File: src/rtl/errstate_pkg.sv
package errstate_pkg;
  typedef enum logic [1:0] {
    ST_ACTIVE  = 2'd0,
    ST_WARN    = 2'd1,
    ST_PASSIVE = 2'd2,
    ST_BUSOFF  = 2'd3
  } fc_state_e;

  typedef enum logic [2:0] {
    CZ_NONE  = 3'd0,
    CZ_BIT   = 3'd1,
    CZ_FORM  = 3'd2,
    CZ_STUFF = 3'd3,
    CZ_CRC   = 3'd4,
    CZ_ACK   = 3'd5
  } perr_cause_e;

  localparam int FLAG_W    = 8;
  localparam int FB_BUSOFF = 7;
  localparam int FB_TXP    = 6;
  localparam int FB_RXP    = 5;
  localparam int FB_BIT    = 4;
  localparam int FB_FORM   = 3;
  localparam int FB_CRC    = 2;
  localparam int FB_ACK    = 1;
  localparam int FB_STUFF  = 0;
  localparam int PROTO_N   = 5;

  // flag bit picked at each priority rank; rank k reports cause code k+1
  localparam int PRIO_BIT [PROTO_N] = '{FB_BIT, FB_FORM, FB_STUFF, FB_CRC, FB_ACK};
endpackage

File: src/rtl/es_classify.sv
module es_classify
  import errstate_pkg::*;
(
  input  logic [FLAG_W-1:0] flags_i,
  input  logic              warn_i,
  output fc_state_e         state_o
);
  always_comb begin
    if (flags_i[FB_BUSOFF])                        state_o = ST_BUSOFF;
    else if (flags_i[FB_TXP] || flags_i[FB_RXP])   state_o = ST_PASSIVE;
    else if (warn_i)                               state_o = ST_WARN;
    else                                           state_o = ST_ACTIVE;
  end
endmodule

File: src/rtl/es_cause_pick.sv
module es_cause_pick
  import errstate_pkg::*;
(
  input  logic [FLAG_W-1:0] flags_i,
  output perr_cause_e       cause_o,
  output logic              any_o
);
  always_comb begin
    cause_o = CZ_NONE;
    // walk from lowest rank up so the highest-ranked set flag wins
    for (int k = PROTO_N - 1; k >= 0; k--) begin
      if (flags_i[PRIO_BIT[k]]) cause_o = perr_cause_e'(3'(k + 1));
    end
    any_o = (cause_o != CZ_NONE);
  end
endmodule

File: src/rtl/es_attrib.sv
module es_attrib #(
  parameter int CNT_W = 8
) (
  input  logic [CNT_W-1:0] tec_i,
  input  logic [CNT_W-1:0] rec_i,
  output logic             tx_side_o,
  output logic             rx_side_o
);
  assign tx_side_o = (tec_i >= rec_i);
  assign rx_side_o = (tec_i <= rec_i);
endmodule

File: src/rtl/can_fault_state.sv
module can_fault_state
  import errstate_pkg::*;
#(
  parameter int CNT_W = 8
) (
  input  logic             clk_i,
  input  logic             rst_ni,
  input  logic             sample_i,
  input  logic [7:0]       err_flags_i,
  input  logic             warn_i,
  input  logic [CNT_W-1:0] tec_i,
  input  logic [CNT_W-1:0] rec_i,
  input  logic             bus_err_irq_i,
  input  logic             berr_report_en_i,
  input  logic             auto_restart_en_i,
  input  logic             restart_i,
  output logic [1:0]       state_o,
  output logic             chg_evt_o,
  output logic [1:0]       chg_state_o,
  output logic             tx_side_o,
  output logic             rx_side_o,
  output logic [CNT_W-1:0] evt_tec_o,
  output logic [CNT_W-1:0] evt_rec_o,
  output logic             perr_evt_o,
  output logic [2:0]       perr_cause_o,
  output logic             sleep_req_o,
  output logic             quit_o
);
  fc_state_e   new_st, state_q, chg_st_q;
  perr_cause_e cause_c, cause_q;
  logic        any_proto, tx_c, rx_c;
  logic        chg_q, tx_q, rx_q, perr_q, sleep_q, quit_q;
  logic [CNT_W-1:0] tec_q, rec_q;
  logic        differs, stop_now, perr_fire, live;

  es_classify u_cls (
    .flags_i (err_flags_i),
    .warn_i  (warn_i),
    .state_o (new_st)
  );

  es_cause_pick u_cause (
    .flags_i (err_flags_i),
    .cause_o (cause_c),
    .any_o   (any_proto)
  );

  es_attrib #(.CNT_W(CNT_W)) u_att (
    .tec_i     (tec_i),
    .rec_i     (rec_i),
    .tx_side_o (tx_c),
    .rx_side_o (rx_c)
  );

  assign live      = sample_i && !quit_q && !restart_i;
  assign differs   = (new_st != state_q);
  assign stop_now  = differs && (new_st == ST_BUSOFF) && !auto_restart_en_i;
  assign perr_fire = bus_err_irq_i && berr_report_en_i && any_proto && !stop_now;

  always_ff @(posedge clk_i or negedge rst_ni) begin
    if (!rst_ni) begin
      state_q  <= ST_ACTIVE;
      quit_q   <= 1'b0;
      chg_q    <= 1'b0;
      chg_st_q <= ST_ACTIVE;
      tx_q     <= 1'b0;
      rx_q     <= 1'b0;
      tec_q    <= '0;
      rec_q    <= '0;
      perr_q   <= 1'b0;
      cause_q  <= CZ_NONE;
      sleep_q  <= 1'b0;
    end else begin
      chg_q    <= 1'b0;
      chg_st_q <= ST_ACTIVE;
      tx_q     <= 1'b0;
      rx_q     <= 1'b0;
      tec_q    <= '0;
      rec_q    <= '0;
      perr_q   <= 1'b0;
      cause_q  <= CZ_NONE;
      sleep_q  <= 1'b0;
      if (restart_i) begin
        state_q <= ST_ACTIVE;
        quit_q  <= 1'b0;
      end else if (live) begin
        if (differs) begin
          state_q  <= new_st;
          chg_q    <= 1'b1;
          chg_st_q <= new_st;
          tx_q     <= tx_c;
          rx_q     <= rx_c;
          tec_q    <= tec_i;
          rec_q    <= rec_i;
        end
        if (stop_now) begin
          quit_q  <= 1'b1;
          sleep_q <= 1'b1;
        end
        if (perr_fire) begin
          perr_q  <= 1'b1;
          cause_q <= cause_c;
        end
      end
    end
  end

  assign state_o      = state_q;
  assign chg_evt_o    = chg_q;
  assign chg_state_o  = chg_st_q;
  assign tx_side_o    = tx_q;
  assign rx_side_o    = rx_q;
  assign evt_tec_o    = tec_q;
  assign evt_rec_o    = rec_q;
  assign perr_evt_o   = perr_q;
  assign perr_cause_o = cause_q;
  assign sleep_req_o  = sleep_q;
  assign quit_o       = quit_q;

  AST_EVT_CARRIES_STATE: assert property (@(posedge clk_i) disable iff (!rst_ni)
    chg_evt_o |-> (chg_state_o == state_o)) else $error("event state mismatch");
  AST_EVT_IS_CHANGE: assert property (@(posedge clk_i) disable iff (!rst_ni)
    chg_evt_o |-> (state_o != $past(state_o))) else $error("event without change");
  AST_SIDE_NONEMPTY: assert property (@(posedge clk_i) disable iff (!rst_ni)
    chg_evt_o |-> (tx_side_o || rx_side_o)) else $error("event blamed on no side");
  AST_CAUSE_VALID: assert property (@(posedge clk_i) disable iff (!rst_ni)
    perr_evt_o |-> (perr_cause_o >= 3'd1 && perr_cause_o <= 3'd5)) else $error("bad cause");
  AST_SLEEP_AT_BUSOFF: assert property (@(posedge clk_i) disable iff (!rst_ni)
    sleep_req_o |-> (state_o == 2'd3 && quit_o && !perr_evt_o)) else $error("sleep outside bus-off");
  AST_QUIT_SILENT: assert property (@(posedge clk_i) disable iff (!rst_ni)
    $past(quit_o) |-> (!chg_evt_o && !perr_evt_o && !sleep_req_o)) else $error("event while quit");
  AST_RESTART_CLEARS: assert property (@(posedge clk_i) disable iff (!rst_ni)
    $past(restart_i) |-> (state_o == 2'd0 && !quit_o && !chg_evt_o)) else $error("restart ignored");
  AST_IDLE_HOLDS: assert property (@(posedge clk_i) disable iff (!rst_ni)
    (!$past(sample_i) && !$past(restart_i)) |-> ($stable(state_o) && !chg_evt_o && !perr_evt_o))
    else $error("state moved without sample");
endmodule

File: config.mk
export PLATFORM = sky130hd
export DESIGN_NAME = can_fault_state
export DESIGN_NICKNAME = d
export VERILOG_FILES = /design/src/rtl/errstate_pkg.sv /design/src/rtl/es_classify.sv /design/src/rtl/es_cause_pick.sv /design/src/rtl/es_attrib.sv /design/src/rtl/can_fault_state.sv
export SDC_FILE = /design/constraint.sdc
export NUM_CORES = 1
export LEC_CHECK = 0
export ABC_CLOCK_PERIOD_IN_PS = 3450
export BUFFER_PORTS_ARGS = -buffer_cell sky130_fd_sc_hd__buf_2
export CORE_UTILIZATION = 35
export DETAILED_ROUTE_END_ITERATION = 8
export PLACE_DENSITY = 0.65
export SETUP_SLACK_MARGIN = 0.1
export SYNTH_ARGS = -nofsm -noshare
export SYNTH_HDL_FRONTEND = slang
export SYNTH_SLANG_ARGS = --single-unit
File: constraint.sdc
create_clock -name clk_i -period 3.45 [get_ports clk_i]
set_input_delay 0.1725 -clock clk_i [delete_from_list [all_inputs] [get_ports clk_i]]
set_output_delay 0.1725 -clock clk_i [all_outputs]
set_load 0.005 [all_outputs]
==> flow_summary_export.csv, run 1 <==
group,metric,value,unit
timing,worst_pin_slew,597,ps
pwr,power.leakage,0.00103,µW
synthesis,synth_area,0.00134,mm²
synthesis,syn_nets,154,
timing,relSlewSlack,60.2,%
clock_network,clock_sinks,29,
timing,fin_worst_skew,5.14,ps
clock_network,clk_latency,280,ps
run_status,outcome,"completed",
pwr,power.density,432,mW/mm²
timing,timing.final.setup_violations,0,
synthesis,ys_ff_latch,29,
synthesis,synthCells,114,
die,die_height,63.8,µm
synthesis,seq_area_frac_synth,54.4,%
drt,first_pass_iters,4,
global_routing,grt_max_degree,30,
final_layout,final_common_cell,"buf_2",
timing,fin_tns_setup,0,ps
drt,via_count,1058,
place,gp_congestion,0.809,
place,hpwlAfterDp,2130,µm
drt,drc,0,
final_layout,fin_nets,220,
place,place_ws,1530,ps
critical_path,crit_required,3620,ps
die,io_pins,61,
timing,rsz0062_at_grt,"false",
final_layout,area_growth,33.8,%
drt,routed_via_density,4.62,
critical_path,cp_data_arrival_time,2090,ps
clock_network,cts_setup_buffers,0,
clock_network,htree_levels,2,
synthesis,synth_area_per_cell,11.7,µm²
drt,first_iter_violations,44,
die,core-area,0.00366,mm²
global_routing,grt_antenna_before_repair,0,
die,die_area,0.00407,mm²
hold_path,min_delay_path_depth,2,
flow_run,max_cap_violations,0,
critical_path,path_class,"reg -> reg",
global_routing,grt_usage,15.5,%
timing,timing.fmax,521,MHz
global_routing,grt_pass1_wl,4630,µm
clock_network,clock-root-buffer,"clkbuf_8",
critical_path,end_kind,"flop",
clock_network,ctsHoldBuffers,1,
final_layout,n_antenna_cell,0,
timing,finalMaxSlewViolations,0,
timing,setup_ws,1530,ps
clock_network,clkSlewWorstSetupHoldPaths,60,ps
critical_path,reg2regPathDepth,5,
clock_network,cts_tree,"done",
drt,wl,2650,µm
timing,min_period_over_period,55.7,%
place,port_buffers,60,
final_layout,drive_above_1_share,49.2,%
die,dieWidth,63.8,µm
synthesis,synth_warnings,0,
synthesis,synth_cell_types,29,
global_routing,grt_overflow,0,
die,rows,22,
timing,period_minus_slack,1920,ps
final_layout,fill_cells,359,
die,initial_core_util,36.5,%
drt,wl_per_cell,11.6,µm
clock_network,post_cts_resized,0,
critical_path,setup.worst_path.start_class,"flop",
drt,postRouteAntennaNets,0,
critical_path,cp_max_fo,24,
clock_network,clk_path_buf_depth,2,
timing,finalHoldViolCount,0,
global_routing,grt_pass1_vias,1102,
pwr,max-vdd-ir-drop,0.176,mV
clock_network,cts_buffers,5,
final_layout,mostFrequentLayoutCells,"buf_2, dfrtp_1, and2_4, inv_1, ha_1",
hold_path,hold_path.class,"in -> reg",
-- layer usage --
| metal | track usage, % | part of all wire, % | vias up |
|---|---|---|---|
| met5 | 0 | 0 | - |
| met1 | 15.6 | 38 | 492 |
| met4 | 11.6 | 4.0 | 0 |
| li1 | - | - | 515 |
| met2 | 26.5 | 52 | 40 |
| met3 | 4.82 | 6.3 | 11 |
-- area by class of cell --
cell class	instances	area (µm²)	share of cell area [%]
tap	48	60.1	3.36
sequential	29	726	40.6
multi-input combinational	71	541	30.3
timing repair buffer	62	318	17.8
inverter	11	41.3	2.31
clock inverter	1	5.00	0.280
clock buffer	7	96.3	5.39
-- kinds of logic (layout without fill, tap and decap cells) --
kind of cell | Yosys count | count (layout) | synth area share, %
fa+ha+maj | 8 | 8 | 7.50
flops | 29 | 29 | 54.4
buf+inv | 14 | 81 | 5.15
simple gates | 43 | 43 | 21.3
compound gates | 20 | 20 | 11.7
-- per-stage QoR --
step	total power [µW]	hold WS, ps	util (%)	std cells	cell area [µm²]
2_1_floorplan	427	-123	-	114	1340
3_3_place_gp	475	212	45.8	220	1680
3_5_place_dp	480	223	45.8	220	1680
4_1_cts	782	62.6	48.8	229	1790
5_1_grt	816	79.9	48.8	229	1790
6_report	771	65.1	48.8	229	1790
-- cell usage after synthesis (all sizes together) --
cell type | count | area (µm²)
or2 | 1 | 6.26
nor3b | 1 | 7.51
a21oi | 4 | 20.0
a21boi | 1 | 7.51
nor2 | 6 | 22.5
inv | 11 | 41.3
buf | 3 | 27.5
dfrtp | 29 | 726
o21ai | 2 | 10.0
o21ba | 1 | 10.0
and4b | 1 | 10.0
a311o | 1 | 10.0
nand2 | 6 | 22.5
and3 | 1 | 6.26
and2 | 17 | 146
nand3 | 1 | 5.00
a22o | 1 | 8.76
o21a | 2 | 15.0
a211oi | 4 | 40.0
nand4 | 2 | 12.5
ha | 8 | 100
nor3 | 3 | 15.0
a21o | 2 | 15.0
or4 | 1 | 11.3
nor2b | 3 | 18.8
a32o | 2 | 20.0
-- report_power, final --
part | internal (µW) | switching (µW)
clock | 180 | 119
combinational | 55.6 | 53.0
sequential | 356 | 7.59
-- final timing paths --
kind / from / to / slack, ps
worst max-delay path: state_o[1]$_DFFE_PN0P_ / quit_o$_DFFE_PN0P_ / 1530
worst min-delay path: restart_i / state_o[1]$_DFFE_PN0P_ / 70
worst max register to register: state_o[1]$_DFFE_PN0P_ / quit_o$_DFFE_PN0P_ / 1530
worst min register to register: quit_o$_DFFE_PN0P_ / quit_o$_DFFE_PN0P_ / 520
max in group asynchronous: rst_ni / sleep_req_o$_DFF_PN0_ / 2620
min in group asynchronous: rst_ni / chg_state_o[0]$_DFF_PN0_ / 440
-- critical path, cell delays in order, from the launching register on --
cell and delay [ps]:
dfrtp_1 450, or4_4 570, a211oi_2 230, a211oi_2 70, buf_4 210, a32o_1 270
-- sequential cells by signal, indices dropped and copies added, names as in the netlist, 2 cells and up --
signal        flops
perr_cause_o      3
chg_state_o       2
state_o           2
evt_tec_o         8
evt_rec_o         8
Power figures use the tool's default switching activity.
==> inputs of run 2 (changes only) <==
--- a/config.mk
+++ b/config.mk
@@ -5,11 +5,11 @@
 export SDC_FILE = /design/constraint.sdc
 export NUM_CORES = 1
 export LEC_CHECK = 0
-export ABC_CLOCK_PERIOD_IN_PS = 3450
+export ABC_CLOCK_PERIOD_IN_PS = 1600
 export BUFFER_PORTS_ARGS = -buffer_cell sky130_fd_sc_hd__buf_2
 export CORE_UTILIZATION = 35
 export DETAILED_ROUTE_END_ITERATION = 8
-export PLACE_DENSITY = 0.65
+export PLACE_DENSITY = 0.67
 export SETUP_SLACK_MARGIN = 0.1
 export SYNTH_ARGS = -nofsm -noshare
 export SYNTH_HDL_FRONTEND = slang
==> constraint.sdc (replaced) <==
create_clock -name clk_i -period 1.6 [get_ports clk_i]
set_input_delay 0.08 -clock clk_i [delete_from_list [all_inputs] [get_ports clk_i]]
set_output_delay 0.08 -clock clk_i [all_outputs]
set_load 0.005 [all_outputs]
==> run 2 against run 1 <==
The run now ends with negative setup slack left. Register-to-register slack worse by 1600 ps. Via count up 4.6%. Utilization up 2.7 points. Cell area increased by 5.6%. Fmax increased by 18%. Global-route usage decreased by 0.56 points. Critical path type unchanged. Largest cell class unchanged. Largest power group unchanged.
==> flow_summary_export.csv, run 2 (synthesized netlist as in run 1, its figures left out) <==
group,metric,value,unit
run_status,outcome,"finished with violations",
run_status,failed_checks,"negative setup slack",
clock_network,clk_latency,280,ps
timing,min_period_over_period,101,%
timing,setup_ws,-22.4,ps
drt,via_count,1107,
pwr,netSwitchingFraction,25.1,%
pwr,power.leakage,0.00108,µW
final_layout,fill_cells,336,
drt,postRouteAntennaNets,0,
die,rows,22,
clock_network,clkSlewWorstSetupHoldPaths,60,ps
timing,worst_pin_slew,622,ps
die,die_area,0.00407,mm²
drt,routed_via_density,4.65,
timing,finalMaxSlewViolations,0,
critical_path,crit_chain,"or4_4 > a211oi_4 > a211oi_4 > buf_12 > and2_4",
die,initial_core_util,36.5,%
drt,wl_per_cell,11.7,µm
place,placed_cells,225,
critical_path,path_class,"reg -> reg",
global_routing,grt_max_degree,30,
clock_network,clock_sinks,29,
pwr,power_switching,409,µW
timing,relSlewSlack,58.5,%
timing,finalHoldViolCount,0,
place,hpwlAfterDp,2160,µm
final_layout,finalNonFillerCells,238,
critical_path,setup.worst_path.start_class,"flop",
drt,first_iter_violations,28,
place,gp_congestion,0.774,
die,dieWidth,63.8,µm
hold_path,hold_path.class,"in -> reg",
flow_run,max_cap_violations,0,
clock_network,cts_buffers,5,
final_layout,fin_nets,229,
pwr,pwr-share-seq,48.1,%
critical_path,crit_required,1760,ps
pwr,max-vdd-ir-drop,0.395,mV
final_layout,seq_area,726,µm²
clock_network,clock-root-buffer,"clkbuf_8",
timing,timing.fmax,616,MHz
clock_network,clk_path_buf_depth,2,
global_routing,grt_overflow,0,
critical_path,critPathBufInv,1,
critical_path,critPathTopFamily,"simple AND/OR/NAND/NOR gates",
global_routing,grt_usage,14.9,%
final_layout,area_growth,41.3,%
timing,period_minus_slack,1620,ps
pwr,internal-power,1220,µW
pwr,power.density,862,mW/mm²
die,core-area,0.00366,mm²
clock_network,htree_levels,2,
die,die_height,63.8,µm
final_layout,mostFrequentLayoutCells,"buf_2, dfrtp_1, and2_4, inv_1, ha_1",
timing,rsz0062_at_grt,"true",
global_routing,grt_pass1_wl,4570,µm
critical_path,cp_data_arrival_time,1790,ps
critical_path,slowest_stage,"or4_4",
critical_path,end_kind,"flop",
final_layout,multiInputGateArea,562,µm²
timing,fin_worst_skew,7.93,ps
final_layout,drive_above_1_share,51.1,%
drt,first_pass_iters,4,
die,io_pins,61,
final_layout,n_antenna_cell,0,
pwr,clock_power_share,34.7,%
critical_path,cp_max_fo,11,
global_routing,grt_pass1_vias,1074,
global_routing,grt_antenna_before_repair,0,
drt,wl,2790,µm
place,port_buffers,60,
critical_path,cpMostUsedCell,"a211oi_4",
pwr,combPwrFrac,17.2,%
clock_network,cts_tree,"done",
final_layout,final_common_cell,"buf_2",
critical_path,max_stage_delay,440,ps
drt,drc,0,
pwr,fin_total_pwr,1630,µW
timing,timing.final.setup_violations,20,
[run 2: cell count changes in the layout (fill, tap and decap cells not counted)]
cell           change
a211oi_2           -2
a211oi_4           +2
clkinv_2           +1
buf_12             +2
buf_4              +5
clkbuf_8           -2
and2_1             -1
dlygate4sd3_1      +2
o21ai_2            +1
clkbuf_1           +1
and2_4             +1
o21ai_0            -1
[run 2: routing by layer]
metal	part of all wire, %	GRT usage (%)	vias up
met5	0	0	-
met4	0.75	7.67	0
met3	6.2	3.75	2
met2	49	24.3	48
met1	44	18.1	527
li1	-	-	530
[run 2: layout make-up]
cell class                      count  share of cell area (%)
Inverter                           11                    2.19
Tap cell                           48                    3.18
Clock inverter                      2                   0.531
Sequential cell                    29                    38.5
Multi-Input combinational cell     71                    29.8
Timing Repair Buffer               71                    22.0
Clock buffer                        6                    3.85
[run 2: timing repair]
action                     4_1_cts  5_1_grt
hold buffers                     3        0
setup endpoints to repair       24       24
buffers inserted                 1        1
hold endpoints to repair        31        0
gates cloned                     0        0
resized for setup                2        3
pin swaps                        3        2
[run 2: path summary, 6_finish.rpt]
kind,from,end,slack (ps),cells after the start
worst max-delay path,state_o[1]$_DFFE_PN0P_,evt_rec_o[4]$_DFF_PN0_,-20,5
worst min-delay path,tec_i[0],evt_tec_o[0]$_DFF_PN0_,40,2
worst max register to register,state_o[1]$_DFFE_PN0P_,evt_rec_o[4]$_DFF_PN0_,-20,5
worst min register to register,quit_o$_DFFE_PN0P_,quit_o$_DFFE_PN0P_,610,2
max in group asynchronous,rst_ni,perr_cause_o[2]$_DFF_PN0_,840,2
min in group asynchronous,rst_ni,evt_tec_o[3]$_DFF_PN0_,350,2
[run 2: power by group through the flow]
stage                     Sequential, µW  Clock, µW  Combinational [µW]
after floorplan                      800          0                 119
after detailed placement             795          0                 260
after global placement               793          0                 253
final                                783        565                 279
after CTS                            783        581                 277
after global routing                 785        626                 313
[run 2: through the flow]
stage / TNS [ps] / worst slack [ps] / instance area [µm²] / hold slack, ps / utilization (%)
floorplan: 0 / 21.2 / 1340 / -216 / -
global placement: -0.781 / -0.781 / 1740 / 120 / 47.5
detailed placement: -826 / -63.7 / 1740 / 129 / 47.5
CTS: -23.7 / -4.35 / 1870 / 40.1 / 51.2
global route: -1360 / -81.9 / 1890 / 41.2 / 51.5
finish: -317 / -22.4 / 1890 / 44.6 / 51.5
==> inputs of run 3 (changes only) <==
--- a/config.mk
+++ b/config.mk
@@ -7,9 +7,9 @@
 export LEC_CHECK = 0
 export ABC_CLOCK_PERIOD_IN_PS = 1600
 export BUFFER_PORTS_ARGS = -buffer_cell sky130_fd_sc_hd__buf_2
-export CORE_UTILIZATION = 35
+export CORE_UTILIZATION = 41
 export DETAILED_ROUTE_END_ITERATION = 8
-export PLACE_DENSITY = 0.67
+export PLACE_DENSITY = 0.76
 export SETUP_SLACK_MARGIN = 0.1
 export SYNTH_ARGS = -nofsm -noshare
 export SYNTH_HDL_FRONTEND = slang
==> run 3 against run 2 <==
The run still ends with negative setup slack left. Utilization is 13 points higher. Sequential share of layout area is 1.7 points lower. Critical path depth unchanged. Sequential power about the same. Sequential cell count did not move. Setup slack lost 38 ps. Total power is 6.6% lower. Clock skew grew 4.6 ps. Register-to-register slack got worse by 40 ps. Largest power group unchanged.
==> flow_summary_export.csv, run 3 (synthesized netlist as in run 1, its figures left out) <==
group,metric,value,unit
drt,drc,0,
critical_path,crit_chain,"or4_4 > a211oi_4 > a211oi_4 > buf_12 > and2_4",
timing,timing.fmax,602,MHz
critical_path,reg2reg_slack,-60,ps
critical_path,crit_required,1820,ps
global_routing,grt_antenna_before_repair,0,
timing,fin_worst_skew,12.5,ps
final_layout,final_common_cell,"buf_2",
final_layout,mostFrequentLayoutCells,"buf_2, dfrtp_1, and2_4, dlygate4sd3_1, inv_1",
global_routing,grt_pass1_wl,5220,µm
drt,first_iter_violations,25,
pwr,fin_total_pwr,1520,µW
clock_network,cts_buffers,5,
critical_path,cp_data_arrival_time,1880,ps
die,rows,20,
clock_network,htree_levels,2,
timing,finalHoldViolCount,0,
die,die_height,59.1,µm
drt,routed_via_density,4.71,
flow_run,max_cap_violations,0,
timing,worst_pin_slew,634,ps
critical_path,end_kind,"flop",
clock_network,clkSlewWorstSetupHoldPaths,90,ps
timing,relSlewSlack,57.8,%
drt,wl,3180,µm
die,dieWidth,59.1,µm
clock_network,clk_latency,330,ps
final_layout,fill_cells,243,
place,gp_congestion,0.898,
final_layout,fin_nets,241,
timing,min_period_over_period,104,%
pwr,power.density,769,mW/mm²
final_layout,drive_above_1_share,49.5,%
global_routing,grt_usage,20.8,%
drt,via_count,1159,
place,port_buffers,60,
clock_network,clk_path_buf_depth,2,
clock_network,clock_sinks,29,
global_routing,grt_max_degree,30,
hold_path,hold_path.class,"in -> reg",
run_status,failed_checks,"negative setup slack",
pwr,max-vdd-ir-drop,0.337,mV
run_status,outcome,"finished with violations",
die,die_area,0.00349,mm²
pwr,power.leakage,0.00111,µW
die,io_pins,61,
global_routing,grt_pass1_vias,1196,
final_layout,area_growth,48.1,%
die,core-area,0.00308,mm²
final_layout,n_antenna_cell,0,
die,initial_core_util,43.4,%
place,hpwlAfterDp,2160,µm
critical_path,cpMostUsedCell,"a211oi_4",
timing,finalMaxSlewViolations,0,
drt,postRouteAntennaNets,0,
drt,first_pass_iters,4,
timing,timing.final.setup_violations,21,
critical_path,setup.worst_path.start_class,"flop",
clock_network,cts_tree,"done",
drt,wl_per_cell,12.9,µm
timing,period_minus_slack,1660,ps
global_routing,grt_overflow,0,
critical_path,cp_max_fo,18,
critical_path,max_stage_delay,440,ps
critical_path,path_class,"reg -> reg",
timing,setup_ws,-60.8,ps
clock_network,clock-root-buffer,"clkbuf_4",
timing,rsz0062_at_grt,"true",
timing,fin_tns_setup,-922,ps
critical_path,slowest_stage,"or4_4",
## run 3: cell types whose count changed in the layout (fill, tap and decap cells not counted), sizes merged
cell         change
dlygate4sd3     +13
buf              -1
clkbuf           -1
clkinvlp         +1
## run 3: final timing paths
kind / endpoint / start / cells after the start
worst max-delay path: evt_rec_o[7]$_DFF_PN0_ / state_o[1]$_DFFE_PN0P_ / 5
worst min-delay path: evt_tec_o[4]$_DFF_PN0_ / tec_i[4] / 2
worst max register to register: evt_rec_o[7]$_DFF_PN0_ / state_o[1]$_DFFE_PN0P_ / 5
worst min register to register: quit_o$_DFFE_PN0P_ / quit_o$_DFFE_PN0P_ / 1
max in group asynchronous: state_o[1]$_DFFE_PN0P_ / rst_ni / 2
min in group asynchronous: state_o[0]$_DFFE_PN0P_ / rst_ni / 2
## run 3: area by class of cell
cell class / count / area (µm²) / area share (%)
flip-flops and latches: 29 / 727 / 36.8
multi-input cells: 71 / 573 / 29.0
repair buffers: 83 / 526 / 26.6
well taps: 44 / 55.1 / 2.78
inverters: 11 / 41.3 / 2.09
clock buffers: 5 / 37.5 / 1.90
clock inverters: 3 / 17.5 / 0.886
## run 3: per-layer routing
metal	track usage, %	wire length (µm)	up-vias	part of all wire, %
met2	40.3	1760	41	55
li1	-	-	556	-
met5	0	0	-	0
met4	12.2	78	0	2.5
met3	2.84	126	10	4.0
met1	20.8	1220	552	38
## run 3: what timing repair did
| action | 4_1_cts | 5_1_grt |
|---|---|---|
| setup endpoints to repair | 24 | 27 |
| setup buffers | 2 | 0 |
| endpoints found under the hold margin | 44 | 0 |
| gates resized for setup | 4 | 3 |
| pin swaps | 3 | 2 |
| hold buffers | 16 | 0 |
## run 3: per-stage QoR
stage,worst slack [ps],instance area (µm²),hold slack [ps],utilization (%),std cells
after floorplan,21.2,1340,-216,-,114
after global placement,4.08,1710,117,55.7,220
after detailed placement,-93.0,1710,133,55.7,220
after CTS,-40.5,1960,1.59,63.7,246
after global routing,-102,1980,3.72,64.2,246
final,-60.8,1980,6.88,64.2,246
## run 3: critical path: cells and delay by family (launching register included)
| kind | cells | cell delay, ps |
|---|---|---|
| and+or+nand+nor | 2 | 570 |
| buffers and inverters | 1 | 180 |
| DFF | 1 | 430 |
| AOI/OAI and AO/OA | 2 | 370 |
## run 3: where the power goes
part	internal [µW]	switching, µW
clock	165	266
combinational	168	138
sequential	766	16.3
